`src/rtl/evstat_pkg.sv`:
```
package evstat_pkg;
    parameter int EVT_W  = 8;
    parameter int CODE_W = 2;

    localparam int BIT_PWR  = 7;
    localparam int BIT_CMD  = 5;
    localparam int BIT_EXEC = 4;
    localparam int BIT_QRY  = 2;
    localparam int BIT_OPC  = 0;

    localparam logic [EVT_W-1:0] USED_MASK =
        (EVT_W'(1) << BIT_PWR) | (EVT_W'(1) << BIT_CMD) |
        (EVT_W'(1) << BIT_EXEC) | (EVT_W'(1) << BIT_QRY) |
        (EVT_W'(1) << BIT_OPC);
    localparam logic [EVT_W-1:0] RESET_EVT = EVT_W'(1) << BIT_PWR;

    typedef struct packed {
        logic [EVT_W-1:0] bits;
    } evt_state_t;

    typedef struct packed {
        logic [EVT_W-1:0] bits;
    } mask_state_t;

    typedef struct packed {
        logic [CODE_W-1:0] code;
    } code_state_t;
endpackage

```
`src/rtl/evstat_event_reg.sv`:
```
module evstat_event_reg
    import evstat_pkg::*;
(
    input  logic             clk,
    input  logic             rst_n,
    input  logic [EVT_W-1:0] set_i,
    input  logic             clr_i,
    output logic [EVT_W-1:0] evt_o
);
    evt_state_t st_d, st_q;

    always_comb begin
        st_d = st_q;
        for (int i = 0; i < EVT_W; i++) begin
            if (USED_MASK[i]) begin
                st_d.bits[i] = set_i[i] | (st_q.bits[i] & ~clr_i);
            end else begin
                st_d.bits[i] = 1'b0;
            end
        end
    end

    always_ff @(posedge clk) begin
        if (!rst_n) st_q <= '{bits: RESET_EVT};
        else        st_q <= st_d;
    end

    assign evt_o = st_q.bits;

    assert_unused_zero_R6: assert property (@(posedge clk) disable iff (!rst_n)
        (evt_o & ~USED_MASK) == '0);
    assert_sticky_R12: assert property (@(posedge clk) disable iff (!rst_n)
        !clr_i |=> ((evt_o & $past(evt_o)) == $past(evt_o)));
    assert_read_clear_R7: assert property (@(posedge clk) disable iff (!rst_n)
        (clr_i && set_i == '0) |=> evt_o == '0);
    assert_read_keep_new_R8: assert property (@(posedge clk) disable iff (!rst_n)
        (clr_i && (set_i & USED_MASK) != '0) |=> evt_o != '0);
endmodule

```
`src/rtl/evstat_mask_reg.sv`:
```
module evstat_mask_reg
    import evstat_pkg::*;
(
    input  logic             clk,
    input  logic             rst_n,
    input  logic             wr_i,
    input  logic [EVT_W-1:0] wdata_i,
    output logic [EVT_W-1:0] mask_o
);
    mask_state_t st_d, st_q;

    always_comb begin
        st_d = st_q;
        if (wr_i) st_d.bits = wdata_i;
    end

    always_ff @(posedge clk) begin
        if (!rst_n) st_q <= '0;
        else        st_q <= st_d;
    end

    assign mask_o = st_q.bits;

    assert_mask_load_R9: assert property (@(posedge clk) disable iff (!rst_n)
        wr_i |=> mask_o == $past(wdata_i));
    assert_mask_hold_R9: assert property (@(posedge clk) disable iff (!rst_n)
        !wr_i |=> $stable(mask_o));
endmodule

```
`src/rtl/evstat_code_reg.sv`:
```
module evstat_code_reg
    import evstat_pkg::*;
(
    input  logic              clk,
    input  logic              rst_n,
    input  logic              set_i,
    input  logic [CODE_W-1:0] code_i,
    input  logic              clr_i,
    output logic [CODE_W-1:0] code_o
);
    code_state_t st_d, st_q;

    always_comb begin
        st_d = st_q;
        if (set_i)      st_d.code = code_i;
        else if (clr_i) st_d.code = '0;
    end

    always_ff @(posedge clk) begin
        if (!rst_n) st_q <= '0;
        else        st_q <= st_d;
    end

    assign code_o = st_q.code;

    assert_code_load_R4: assert property (@(posedge clk) disable iff (!rst_n)
        set_i |=> code_o == $past(code_i));
    assert_code_clear_R11: assert property (@(posedge clk) disable iff (!rst_n)
        (clr_i && !set_i) |=> code_o == '0);
    assert_code_hold_R11: assert property (@(posedge clk) disable iff (!rst_n)
        (!clr_i && !set_i) |=> $stable(code_o));
endmodule

```
`src/rtl/evstat_top.sv`:
```
module evstat_top
    import evstat_pkg::*;
(
    input  logic              clk,
    input  logic              rst_n,
    input  logic              cmd_err_i,
    input  logic              exec_err_i,
    input  logic              qry_err_i,
    input  logic [CODE_W-1:0] qry_code_i,
    input  logic              op_done_i,
    input  logic              evt_rd_i,
    output logic [EVT_W-1:0]  evt_data_o,
    input  logic              mask_wr_i,
    input  logic [EVT_W-1:0]  mask_wdata_i,
    output logic [EVT_W-1:0]  mask_data_o,
    input  logic              code_rd_i,
    output logic [CODE_W-1:0] code_o,
    output logic              summary_o
);
    logic [EVT_W-1:0] set_vec;

    always_comb begin
        set_vec           = '0;
        set_vec[BIT_CMD]  = cmd_err_i;
        set_vec[BIT_EXEC] = exec_err_i;
        set_vec[BIT_QRY]  = qry_err_i;
        set_vec[BIT_OPC]  = op_done_i;
    end

    evstat_event_reg u_evt (
        .clk   (clk),
        .rst_n (rst_n),
        .set_i (set_vec),
        .clr_i (evt_rd_i),
        .evt_o (evt_data_o)
    );

    evstat_mask_reg u_mask (
        .clk     (clk),
        .rst_n   (rst_n),
        .wr_i    (mask_wr_i),
        .wdata_i (mask_wdata_i),
        .mask_o  (mask_data_o)
    );

    evstat_code_reg u_code (
        .clk    (clk),
        .rst_n  (rst_n),
        .set_i  (qry_err_i),
        .code_i (qry_code_i),
        .clr_i  (code_rd_i),
        .code_o (code_o)
    );

    assign summary_o = |(evt_data_o & mask_data_o & USED_MASK);

    assert_summary_needs_event_R10: assert property (@(posedge clk) disable iff (!rst_n)
        summary_o |-> (evt_data_o != '0 && mask_data_o != '0));
    assert_cmd_sets_R2: assert property (@(posedge clk) disable iff (!rst_n)
        cmd_err_i |=> evt_data_o[BIT_CMD]);
    assert_exec_sets_R3: assert property (@(posedge clk) disable iff (!rst_n)
        exec_err_i |=> evt_data_o[BIT_EXEC]);
    assert_opc_sets_R5: assert property (@(posedge clk) disable iff (!rst_n)
        op_done_i |=> evt_data_o[BIT_OPC]);
endmodule

```
`config.mk`:
```
export PLATFORM = sky130hd
export DESIGN_NAME = evstat_top
export DESIGN_NICKNAME = d
export VERILOG_FILES = /design/src/rtl/evstat_pkg.sv /design/src/rtl/evstat_event_reg.sv /design/src/rtl/evstat_mask_reg.sv /design/src/rtl/evstat_code_reg.sv /design/src/rtl/evstat_top.sv
export SDC_FILE = /design/constraint.sdc
export NUM_CORES = 1
export LEC_CHECK = 0
export ABC_AREA = 1
export BUFFER_PORTS_ARGS = -buffer_cell sky130_fd_sc_hd__buf_2
export CORE_MARGIN = 2
export CORE_UTILIZATION = 41
export CTS_CLUSTER_SIZE = 24
export DETAILED_ROUTE_END_ITERATION = 10
export PLACE_DENSITY_LB_ADDON = 0.25
export SYNTH_ARGS = -nofsm -noshare
export SYNTH_HDL_FRONTEND = slang
export SYNTH_HIERARCHICAL = 1
export SYNTH_SLANG_ARGS = --single-unit
```
`constraint.sdc`:
```
create_clock -name clk -period 0.9 [get_ports clk]
set_input_delay 0.18 -clock clk [delete_from_list [all_inputs] [get_ports clk]]
set_output_delay 0.18 -clock clk [all_outputs]
set_load 0.03 [all_outputs]
```
Yosys cells after proc, flatten, opt, wreduce, memory -nomap -nowiden
Cells that the tools add are included.
Storage, ports and cells
  bits in registers: 18
  bits in latches: 0
  bits in writable memories: 0
  bits in read-only memories: 0
  bits of input ports: 19
  output and inout bits: 19
  logic and storage cells: 19
  memories: 0
Operators by class
  add/subtract/negate cells: 0
  multipliers: 0
  divide/modulo/power cells: 0
  order comparisons: 0
  equal/unequal tests: 0
  shift operators: 0
  muxes and demuxes: 2
  bitwise logic cells: 11
  reductions and logical operators: 2
Operators by type and width (count)
  bitwise AND 8 bit: 1
  bitwise AND 1 bit: 5
  OR reduction 5 bit: 1
  2-to-1 mux 2 bit: 2
  bitwise OR 1 bit: 4
  nonzero test 2 bit: 1
  NOT 1 bit: 1

Logic depth before layout (Yosys ltp)
Gate-level depths: netlist of the first run.
  depth after elaboration: 3
  depth in mapped cells: 5
  gate-level depth less buffers: 4

Modules after synthesis
Netlist of the first run, hierarchy kept.
Modules (own cells, without submodules)
  evstat_mask_reg: times used 1, cells each 51, area an instance 356.6 um^2, seq. area each 160.2 um^2
  evstat_event_reg: times used 1, cells each 25, area an instance 192.7 um^2, seq. area each 100.1 um^2
  evstat_code_reg: times used 1, cells each 10, area an instance 75.1 um^2, seq. area each 40.0 um^2
  evstat_top: times used 1, cells each 12, area an instance 45.0 um^2, seq. area each 0.0 um^2

Least setup slack after synthesis of the first run
Ideal clock, no wire load.
  kind: reg2out
  start point: register u_evt.st_q, in the netlist u_evt/evt_o[0]
  end point: output summary_o
  arrival time: 0.897 ns
  data required time: 0.720 ns
  slack: -0.177 ns
  stages on the path, launching flop included: 5
  buffers on the path: 0
  cells stage by stage: dfxtp_1 > nand2_1 > nand2_1 > inv_1 > nand2_1
Between the ends
  word-level cells in the longest chain between the ends: 2
Ends and longest elaborated chain
  start, declared: line evstat_event_reg.sv:10  | evt_state_t st_d, st_q;
  start signal, assigned: line evstat_event_reg.sv:24  | if (!rst_n) st_q <= '{bits: RESET_EVT};
  start signal, assigned: line evstat_event_reg.sv:25  | else st_q <= st_d;
  bitwise AND 8 bit: line evstat_top.sv:55  | assign summary_o = |(evt_data_o & mask_data_o & USED_MASK);
  OR reduction 5 bit: line evstat_top.sv:55
  end, declared: line evstat_top.sv:18  | output logic summary_o
No other way between the ends.

Final worst setup path of the first run
  start point: register u_evt.st_q, in the netlist u_evt/evt_o[5]
  end point: output summary_o
The elaborated chain is that of the path after synthesis.

==> results by group, run 1 <==
Status
  • Status: finished, violations left
  • Failing checks: negative setup slack

Global routing
  • Largest net degree at the start of global routing: 17
  • Vias in the first global route: 583
  • Initial antenna violation count: 0
  • Global-route wire length before repair: 2250 um
  • Gr ovfl total: 0
  • Total track usage: 15.5%

Yosys
  • Largest family of logic cells by synthesized area: simple AND/OR/NAND/NOR gates
  • YS warnings: 6
  • Complex-gate fraction of the synthesized area: 5.23%
  • Post-synth cell types: 12
  • Post-synthesis xor/xnor area fraction: 0%
  • Post-Syn Instances: 98
  • Flops & latches, synth: 15
  • Mapped cell area: 669 um^2
  • Part of the Yosys area used for sequential elements: approximately 45%
  • Multiplexer share of the synthesized area: 0%
  • Synth Area in Simple Gates: 29.7%
  • Mapped Avg Cell Area: 6.83 um^2
  • Adder-cell share of the synthesized area: 0%

CTS
  • Reg clk slew, reported paths: about 90 ps
  • Sink count of the clock tree: 15
  • CTS root buffer: clkbuf_4
  • CTS tree: done
  • Total CTS buffers: 3
  • Worst-Skew Late Latency: 270 ps
  • H-tree depth: 1
  • Post-CTS Hold Buffers: 0
  • CTS Buffer Depth: 2

Die
  • Row count: 14
  • Die W: approximately 44 um
  • # IOs: 38
  • Starting density of the core: 43.9%
  • Die ar.: around 2000 um^2
  • Core Box Area: 1520 um^2
  • Die H: roughly 44 um

Critical path
  • WP data required: approximately 700 ps
  • Critical path's slowest cell: dfxtp_2
  • Crit path largest cell delay: 340 ps
  • Worst R2R End: u_evt/evt_o[4]$_SDFF_PN0_
  • R2r startpoint: u_evt/evt_o[4]$_SDFF_PN0_
  • Worst R2R Setup Slack: between 100 and 150 ps
  • CP Max Fanout: 2
  • Kind of critical path: reg2out
  • Worst Setup End Kind: output port
  • CP Cell Sequence: nand2_1, inv_1, nor2_2, nand2_2, buf_6
  • Critical Path AT: 1000 ps
  • CP Launch Type: register
  • Reg2Reg Depth: 4

Drt
  • Routed vias: 657
  • Routed length per instance: 9.52 um
  • DR iter-0 viols: 4
  • Final WL: 1460 um
  • Antenna Nets Post-Route: 0
  • Drc violations: 0
  • Post-DR vias/cell: between 4 and 5
  • Pre-Repair DR Iteration Count: 4

Layout
  • Diodes inserted: 0
  • P&R area growth vs syn: 50.5%
  • Share of cells above drive strength 1: 47.4%
  • FILL cells: 145
  • Final Instance Area: 1010 um^2
  • Post-Layout Cell Count: 153
  • Final nets: between 150 and 200
  • Fin util: 66.1%

STA
  • Final hold viol count: 0
  • Fmax achieved: 0.845 GHz
  • Slack of the critical path: -283 ps
  • Hold Worst Slack: 128 ps
  • Final worst path period share: 131%
  • Slew Limit Fails: 0
  • Final min period: 1180 ps
  • Setup violations, final: 16
  • Clock Skews: 0 ps
  • Setup TNS Final: -1200 ps
  • RSZ-0062 raised after global routing: true

Placement
  • Port bufs: 34
  • DP HPWL: 1040 um
  • RD Place Congestion: 0.677
  • Dpl cells: 148
  • Placement Setup Slack: -19.2 ps
  • Post-Place Cell Area: 848 um^2

Worst hold path
  • Worst hold path type: in2reg
  • Hold endpoint: u_evt/evt_o[5]$_SDFF_PN0_
  • Hold Path Stages: 3
  • Hold_sp: cmd_err_i

Pwr
  • Static leakage: ~0.57 nW
  • Pwr per Cell Area: 1520 nW/um^2
  • Tot Pwr: 1.53 mW
  • Max IR drop VDD: ~0.89 mV

Run
  • Max Cap Viol: 0
registers in the layout, indices dropped and copies added (netlist names):
signal and flops:
u_mask/mask_o 8, u_code/code_o 2, u_evt/evt_o 5
cell type report:
| cell class | instances | area, um^2 | area share, % |
|---|---|---|---|
| tap | 16 | 20.0 | 1.99 |
| sequential | 15 | 319 | 31.7 |
| timing repair buffer | 39 | 319 | 31.7 |
| clock buffer | 4 | 26.3 | 2.61 |
| inverter | 17 | 63.8 | 6.34 |
| multi-input combinational | 62 | 259 | 25.7 |
report_power, final:
| group | internal (mW) | total (mW) | leakage [nW] | switching [mW] |
|---|---|---|---|---|
| registers | 0.715 | 0.749 | 0.128 | 0.0334 |
| logic | 0.181 | 0.408 | 0.425 | 0.227 |
| clock network | 0.171 | 0.371 | 0.0150 | 0.200 |
| total | 1.07 | 1.53 | 0.568 | 0.460 |
kinds of logic after synthesis:
group           after synthesis
compound gates                7
buf+inv                      23
flops                        15
other cells                   2
simple gates                 51
worst max path at each step:
stage	startpoint	to	cells past startpoint
6_report	u_evt/evt_o[5]$_SDFF_PN0_	summary_o	5
4_1_cts	u_evt/evt_o[2]$_SDFF_PN0_	summary_o	5
3_5_place_dp	u_evt/evt_o[5]$_SDFF_PN0_	summary_o	5
3_3_place_gp	u_evt/evt_o[5]$_SDFF_PN0_	summary_o	5
5_1_grt	u_mask/mask_o[4]$_SDFFE_PN0P_	summary_o	5
2_1_floorplan	u_evt/evt_o[0]$_SDFF_PN0_	summary_o	4
cell usage in the layout (no fill, tap or decap), types with 2 or more instances in the layout:
master    instances
conb_1            4
nand2_1          28
nor2_2            2
inv_1            16
dfxtp_2          15
nor2_1           16
buf_6            19
nand2_2           5
buf_4             2
buf_2            18
a21oi_1           7
clkbuf_4          3
worst max-delay path, delay by kind of cell (launching register included):
kind                   cells  cell delay (ps)
buffers and inverters      2              170
and+or+nand+nor            3              210
DFF                        1              340
metal layers:
layer  wire (um)  global-route usage (%)
met3          52                    3.67
met2         776                    25.9
met4          21                    7.27
met5           0                       0
met1         605                    18.8
Yosys cell counts:
| cell | count | area, um^2 |
|---|---|---|
| a21oi_1 | 7 | 35.0 |
| buf_4 | 3 | 22.5 |
| buf_8 | 2 | 30.0 |
| conb_1 | 2 | 7.51 |
| inv_2 | 1 | 3.75 |
| dfxtp_1 | 15 | 300 |
| inv_1 | 16 | 60.1 |
| buf_6 | 1 | 11.3 |
| nor2_1 | 17 | 63.8 |
| nor2_2 | 1 | 6.26 |
| nand2_1 | 31 | 116 |
| nand2_2 | 2 | 12.5 |
timing repair:
item,in CTS,in global routing
pin swaps,1,3
setup buffers,1,2
setup endpoints to repair,16,16
endpoints found under the hold margin,0,0
gates resized for setup,38,7
No activity file was read; power rests on OpenSTA's default activity.
==> inputs of run 2 (changes only) <==
ABC_AREA = default   (was 1)
CORE_UTILIZATION = 40   (was 41)
==> run 2 against run 1 <==
The run still ends with negative setup slack left. Cell count down 24%. Clock skew unchanged. Setup slack worse by 270 ps. Wire length up 0.48%. Non-clock buffer count up 5. Combinational power down 2%. Die area down 6.8%. Flip-flop and latch count unchanged. Area after synthesis down 9.7%. Clock power up 2%. Largest cell class is now non-clock buffers.
==> results by group, run 2 <==
Drt
  • DR iter-0 viols: 3
  • Antenna Nets Post-Route: 0
  • Post-DR vias/cell: approximately 4.6
  • Routed length per instance: 12.6 um
  • Drc violations: 0
  • Routed vias: 537
  • Final WL: 1460 um
  • Pre-Repair DR Iteration Count: 4

Global routing
  • Vias in the first global route: 512
  • Global-route wire length before repair: 2290 um
  • Total track usage: 17.2%
  • Initial antenna violation count: 0
  • Gr ovfl total: 0
  • Largest net degree at the start of global routing: 14

Layout
  • Most common cell after layout, fill and taps aside: buf_6
  • Max reg flops: 8
  • Final Instance Area: 1020 um^2
  • Diodes inserted: 0
  • Most frequent cells in the layout: buf_6 (22), buf_2 (18), dfxtp_2 (14), nor2b_1 (12), mux2i_1 (8)
  • Final nets: 120
  • Share of cells above drive strength 1: 63.0%
  • FILL cells: 123
  • P&R area growth vs syn: 68.1%

Placement
  • DP HPWL: 996 um
  • Port bufs: 34
  • Placement Setup Slack: -209 ps
  • Post-Place Cell Area: 846 um^2
  • RD Place Congestion: 0.644

Status
  • Status: finished, violations left
  • Failing checks: negative setup slack

STA
  • Slack of the critical path: -549 ps
  • Final hold viol count: 0
  • Final min period: 1450 ps
  • Slew Limit Fails: 0
  • Clock Skews: 0 ps
  • Fmax achieved: 0.690 GHz
  • RSZ-0062 raised after global routing: true
  • Setup violations, final: 16
  • Final worst path period share: 161%

Critical path
  • Worst Setup End Kind: output port
  • Critical Path AT: 1270 ps
  • WP data required: 720 ps
  • CP Max Fanout: 2
  • Kind of critical path: reg2out
  • CP Launch Type: register
  • Worst R2R Setup Slack: 70 ps

Yosys
  • Commonest cells post-synth: dfxtp_1 (15), nor2b_1 (12), mux2i_1 (8)
  • Top-count cell post-synth: dfxtp_1
  • Primary FF master, synth: dfxtp_1
  • YS warnings: 6
  • Mapped Avg Cell Area: 11.2 um^2
  • Yosys top cell by area: dfxtp_1
  • Post-synth cell types: 14
  • Flops & latches, synth: 15
  • Number of enable flip-flop cells after synthesis: 0
  • Part of the Yosys area used for sequential elements: 49.7%
  • Post-Syn Instances: 54
  • Top post-synthesis cells by area: dfxtp_1 (50%), mux2i_1 (13%), nor2b_1 (12%), o21a_1 (5.0%), and4bb_1 (4.1%)
  • Async set or reset register ratio after synthesis: 0%
  • Mapped cell area: ~600 um^2
  • Top cell type's share of synthesized area: 49.7%

CTS
  • Worst-Skew Late Latency: approximately 270 ps
  • CTS root buffer: clkbuf_4
  • Total CTS buffers: 3
  • Sink count of the clock tree: 15
  • Reg clk slew, reported paths: 90 ps
  • H-tree depth: 1
  • CTS tree: done
  • CTS Buffer Depth: 2

Die
  • Die W: 42.9 um
  • Core Box Area: around 1500 um^2
  • Die H: 42.9 um
  • Row count: 14
  • Die ar.: 1840 um^2
  • Starting density of the core: 41.6%
  • # IOs: 38

Pwr
  • Tot Pwr: 1.51 mW
  • Pwr per Cell Area: 1490 nW/um^2
  • Static leakage: slightly below 0.5 nW
  • Max IR drop VDD: about 1.1 mV

Run
  • Max Cap Viol: 0

Worst hold path
  • Worst hold path type: in2reg
-- run 2: path summary, 6_finish.rpt --
path | startpoint | endpoint | depth (start not counted)
worst max-delay path | u_mask/mask_o[0]$_SDFFE_PN0P_ | summary_o | 3
worst min-delay path | exec_err_i | u_evt/evt_o[4]$_SDFF_PN0_ | 2
worst max register to register | u_evt/evt_o[4]$_SDFF_PN0_ | u_evt/evt_o[4]$_SDFF_PN0_ | 3
worst min register to register | u_mask/mask_o[1]$_SDFFE_PN0P_ | u_mask/mask_o[1]$_SDFFE_PN0P_ | 2
-- run 2: layout make-up --
type                    count  area (um^2)  share of cell area, %
repair buffers             44          368                   36.2
multi-input cells          37          280                   27.6
clock buffers               4         26.3                   2.59
well taps                  16         20.0                   1.97
flip-flops and latches     15          322                   31.7
-- run 2: timing repair --
| action | in CTS | in global routing |
|---|---|---|
| hold buffers | 0 | 0 |
| endpoints found under the setup margin | 16 | 16 |
| buffers inserted | 1 | 4 |
| resized for setup | 49 | 4 |
| hold endpoints to repair | 0 | 0 |
| pin swaps | 2 | 0 |
-- run 2: cell families (layout without fill, tap and decap cells) --
| family | Yosys count | after routing | share of synthesized area, % |
|---|---|---|---|
| AOI/OAI and AO/OA | 8 | 8 | 10.8 |
| buffers and inverters | 4 | 48 | 5.59 |
| DFF | 15 | 15 | 49.7 |
| muxes | 8 | 8 | 13.3 |
| other | 2 | 4 | 1.24 |
| and+or+nand+nor | 17 | 17 | 19.5 |
-- run 2: critical path: stages (launching register included) --
cell and delay, ps:
dfxtp_4 350, a222oi_1 390, nand2_2 100, buf_6 160
-- run 2: power by group --
part           switching (mW)  internal (mW)  leakage, nW
clock network           0.205          0.172       0.0150
logic                   0.199          0.200        0.349
registers              0.0278          0.709        0.129
-- run 2: metal layers --
layer	track usage (%)	wire length, um
met5	0	0
met4	5.63	0
met3	4.26	67
met2	29.4	777
met1	21.0	618
-- run 2: metrics by stage --
stage	util [%]	instances	setup TNS, ps	hold slack [ps]
2_1_floorplan	-	56	-195	265
3_3_place_gp	58.2	111	-210	389
3_5_place_dp	58.2	111	-209	397
4_1_cts	69.9	116	-1820	106
5_1_grt	69.9	116	-2260	104
6_report	69.9	116	-1780	118
==> inputs of run 3 (changes only) <==
CORE_UTILIZATION = 43   (was 40)
clock period = 1.8 ns   (was 0.9 ns; I/O delays follow)
==> run 3 against run 2 <==
The flow now finishes without violations. Critical endpoint unchanged. Critical path type unchanged. Core utilization down 8.9 points. Combinational power down 65%. Global-route usage fell by 0.89 points. Die area is 6.3% lower. Final area fell by 22%.
==> results by group, run 3 (same netlist as run 2, synthesis figures left out) <==
Status
  • Status: finished, final reports clean

CTS
  • CTS Buffer Depth: 2
  • Post-CTS Hold Buffers: 0
  • CTS root buffer: clkbuf_4
  • Total CTS buffers: 3
  • H-tree depth: 1
  • CTS tree: done
  • Reg clk slew, reported paths: ~80 ps
  • Post-CTS Setup Inserts: 0
  • Sink count of the clock tree: 15
  • Post-CTS sizing: 0
  • Worst-Skew Late Latency: 270 ps

Die
  • # IOs: 38
  • Die ar.: 1720 um^2
  • Die H: approximately 41 um
  • Die W: approximately 41 um
  • Core Box Area: 1300 um^2
  • Starting density of the core: a little under half
  • Row count: 13

Layout
  • Max reg flops: 8
  • Post-Layout Cell Count: 105
  • P&R area growth vs syn: 31.3%
  • Diodes inserted: 0
  • Final nets: between 100 and 150
  • Most frequent cells in the layout: buf_2 (34), dfxtp_1 (15), nor2b_1 (12), mux2i_1 (8)
  • Fin util: 61.0%
  • Most common cell after layout, fill and taps aside: buf_2
  • Final Instance Area: 793 um^2
  • Share of cells above drive strength 1: 41.1%

Critical path
  • Kind of critical path: reg2out
  • CP Max Fanout: 3
  • WP data required: 1440 ps
  • Critical Path AT: 1230 ps
  • Worst Setup End Kind: output port
  • CP Launch Type: register

Pwr
  • Pwr per Cell Area: about 870 nW/um^2
  • Max IR drop VDD: 0.464 mV
  • Static leakage: 0.411 nW

Drt
  • Routed length per instance: 11.6 um
  • DR iter-0 viols: 6
  • Final WL: 1220 um
  • Post-DR vias/cell: around 4.8
  • Pre-Repair DR Iteration Count: 4
  • Drc violations: 0
  • Antenna Nets Post-Route: 0
  • Routed vias: 500

Placement
  • RD Place Congestion: 0.806
  • Post-Place Cell Area: 767 um^2
  • DP HPWL: 937 um
  • Dpl cells: 101
  • Placement Setup Slack: ~520 ps
  • Port bufs: 34

STA
  • Slack of the critical path: between 200 and 250 ps
  • Fmax achieved: 0.631 GHz
  • Final min period: ~1600 ps
  • Clock Skews: 0 ps
  • Slew Limit Fails: 0
  • Final worst path period share: 88.1%
  • Setup TNS Final: 0 ps
  • Final hold viol count: 0
  • Setup violations, final: 0
  • RSZ-0062 raised after global routing: false

Global routing
  • Largest net degree at the start of global routing: 18
  • Global-route wire length before repair: 2170 um
  • Gr ovfl total: 0
  • Vias in the first global route: 508
  • Total track usage: 16.3%
  • Initial antenna violation count: 0

Worst hold path
  • Worst hold path type: in2reg

Run
  • Max Cap Viol: 0
[run 3: changes by cell type in the layout (fill, tap and decap cells not counted), sizes merged]
cell  delta
buf     -10
[run 3: where the power goes]
part / internal, mW / switching, mW / total, mW
clock: 0.0858 / 0.102 / 0.188
combinational: 0.0535 / 0.0875 / 0.141
sequential: 0.352 / 0.0122 / 0.364
total: 0.491 / 0.202 / 0.693
[run 3: area by class of cell]
class                   instances  area (um^2)
multi-input cells              37          278
well taps                      15         18.8
flip-flops and latches         15          300
clock buffers                   4         26.3
repair buffers                 34          170
fillers                       135          508
[run 3: worst paths after layout]
path                            startpoint                       endpoint  slack (ps)  depth (start not counted)
min                              op_done_i      u_evt/evt_o[0]$_SDFF_PN0_         290                          2
min reg2reg  u_mask/mask_o[6]$_SDFFE_PN0P_  u_mask/mask_o[6]$_SDFFE_PN0P_         520                          2
max              u_evt/evt_o[0]$_SDFF_PN0_                      summary_o         210                          3
max reg2reg  u_code/code_o[0]$_SDFFE_PN0P_  u_code/code_o[0]$_SDFFE_PN0P_        1020                          2
[run 3: worst max-delay path: stages, from the launching register on]
cell and delay [ps]:
dfxtp_1 330, a222oi_1 360, nand2_1 80, buf_2 180
[run 3: through the flow]
| step | hold slack (ps) | power, mW |
|---|---|---|
| after floorplan | 445 | 0.468 |
| after global placement | 490 | 0.511 |
| after detailed placement | 501 | 0.514 |
| after CTS | 282 | 0.697 |
| after global routing | 285 | 0.728 |
| final | 294 | 0.693 |
[run 3: layer usage]
| layer | GRT usage, % | part of all wire [%] | wire (um) |
|---|---|---|---|
| met5 | 0 | 0 | 0 |
| met2 | 26.6 | 48 | 590 |
| met1 | 19.6 | 43 | 525 |
| met3 | 4.78 | 8.0 | 97 |
| met4 | 7.74 | 0.41 | 5 |
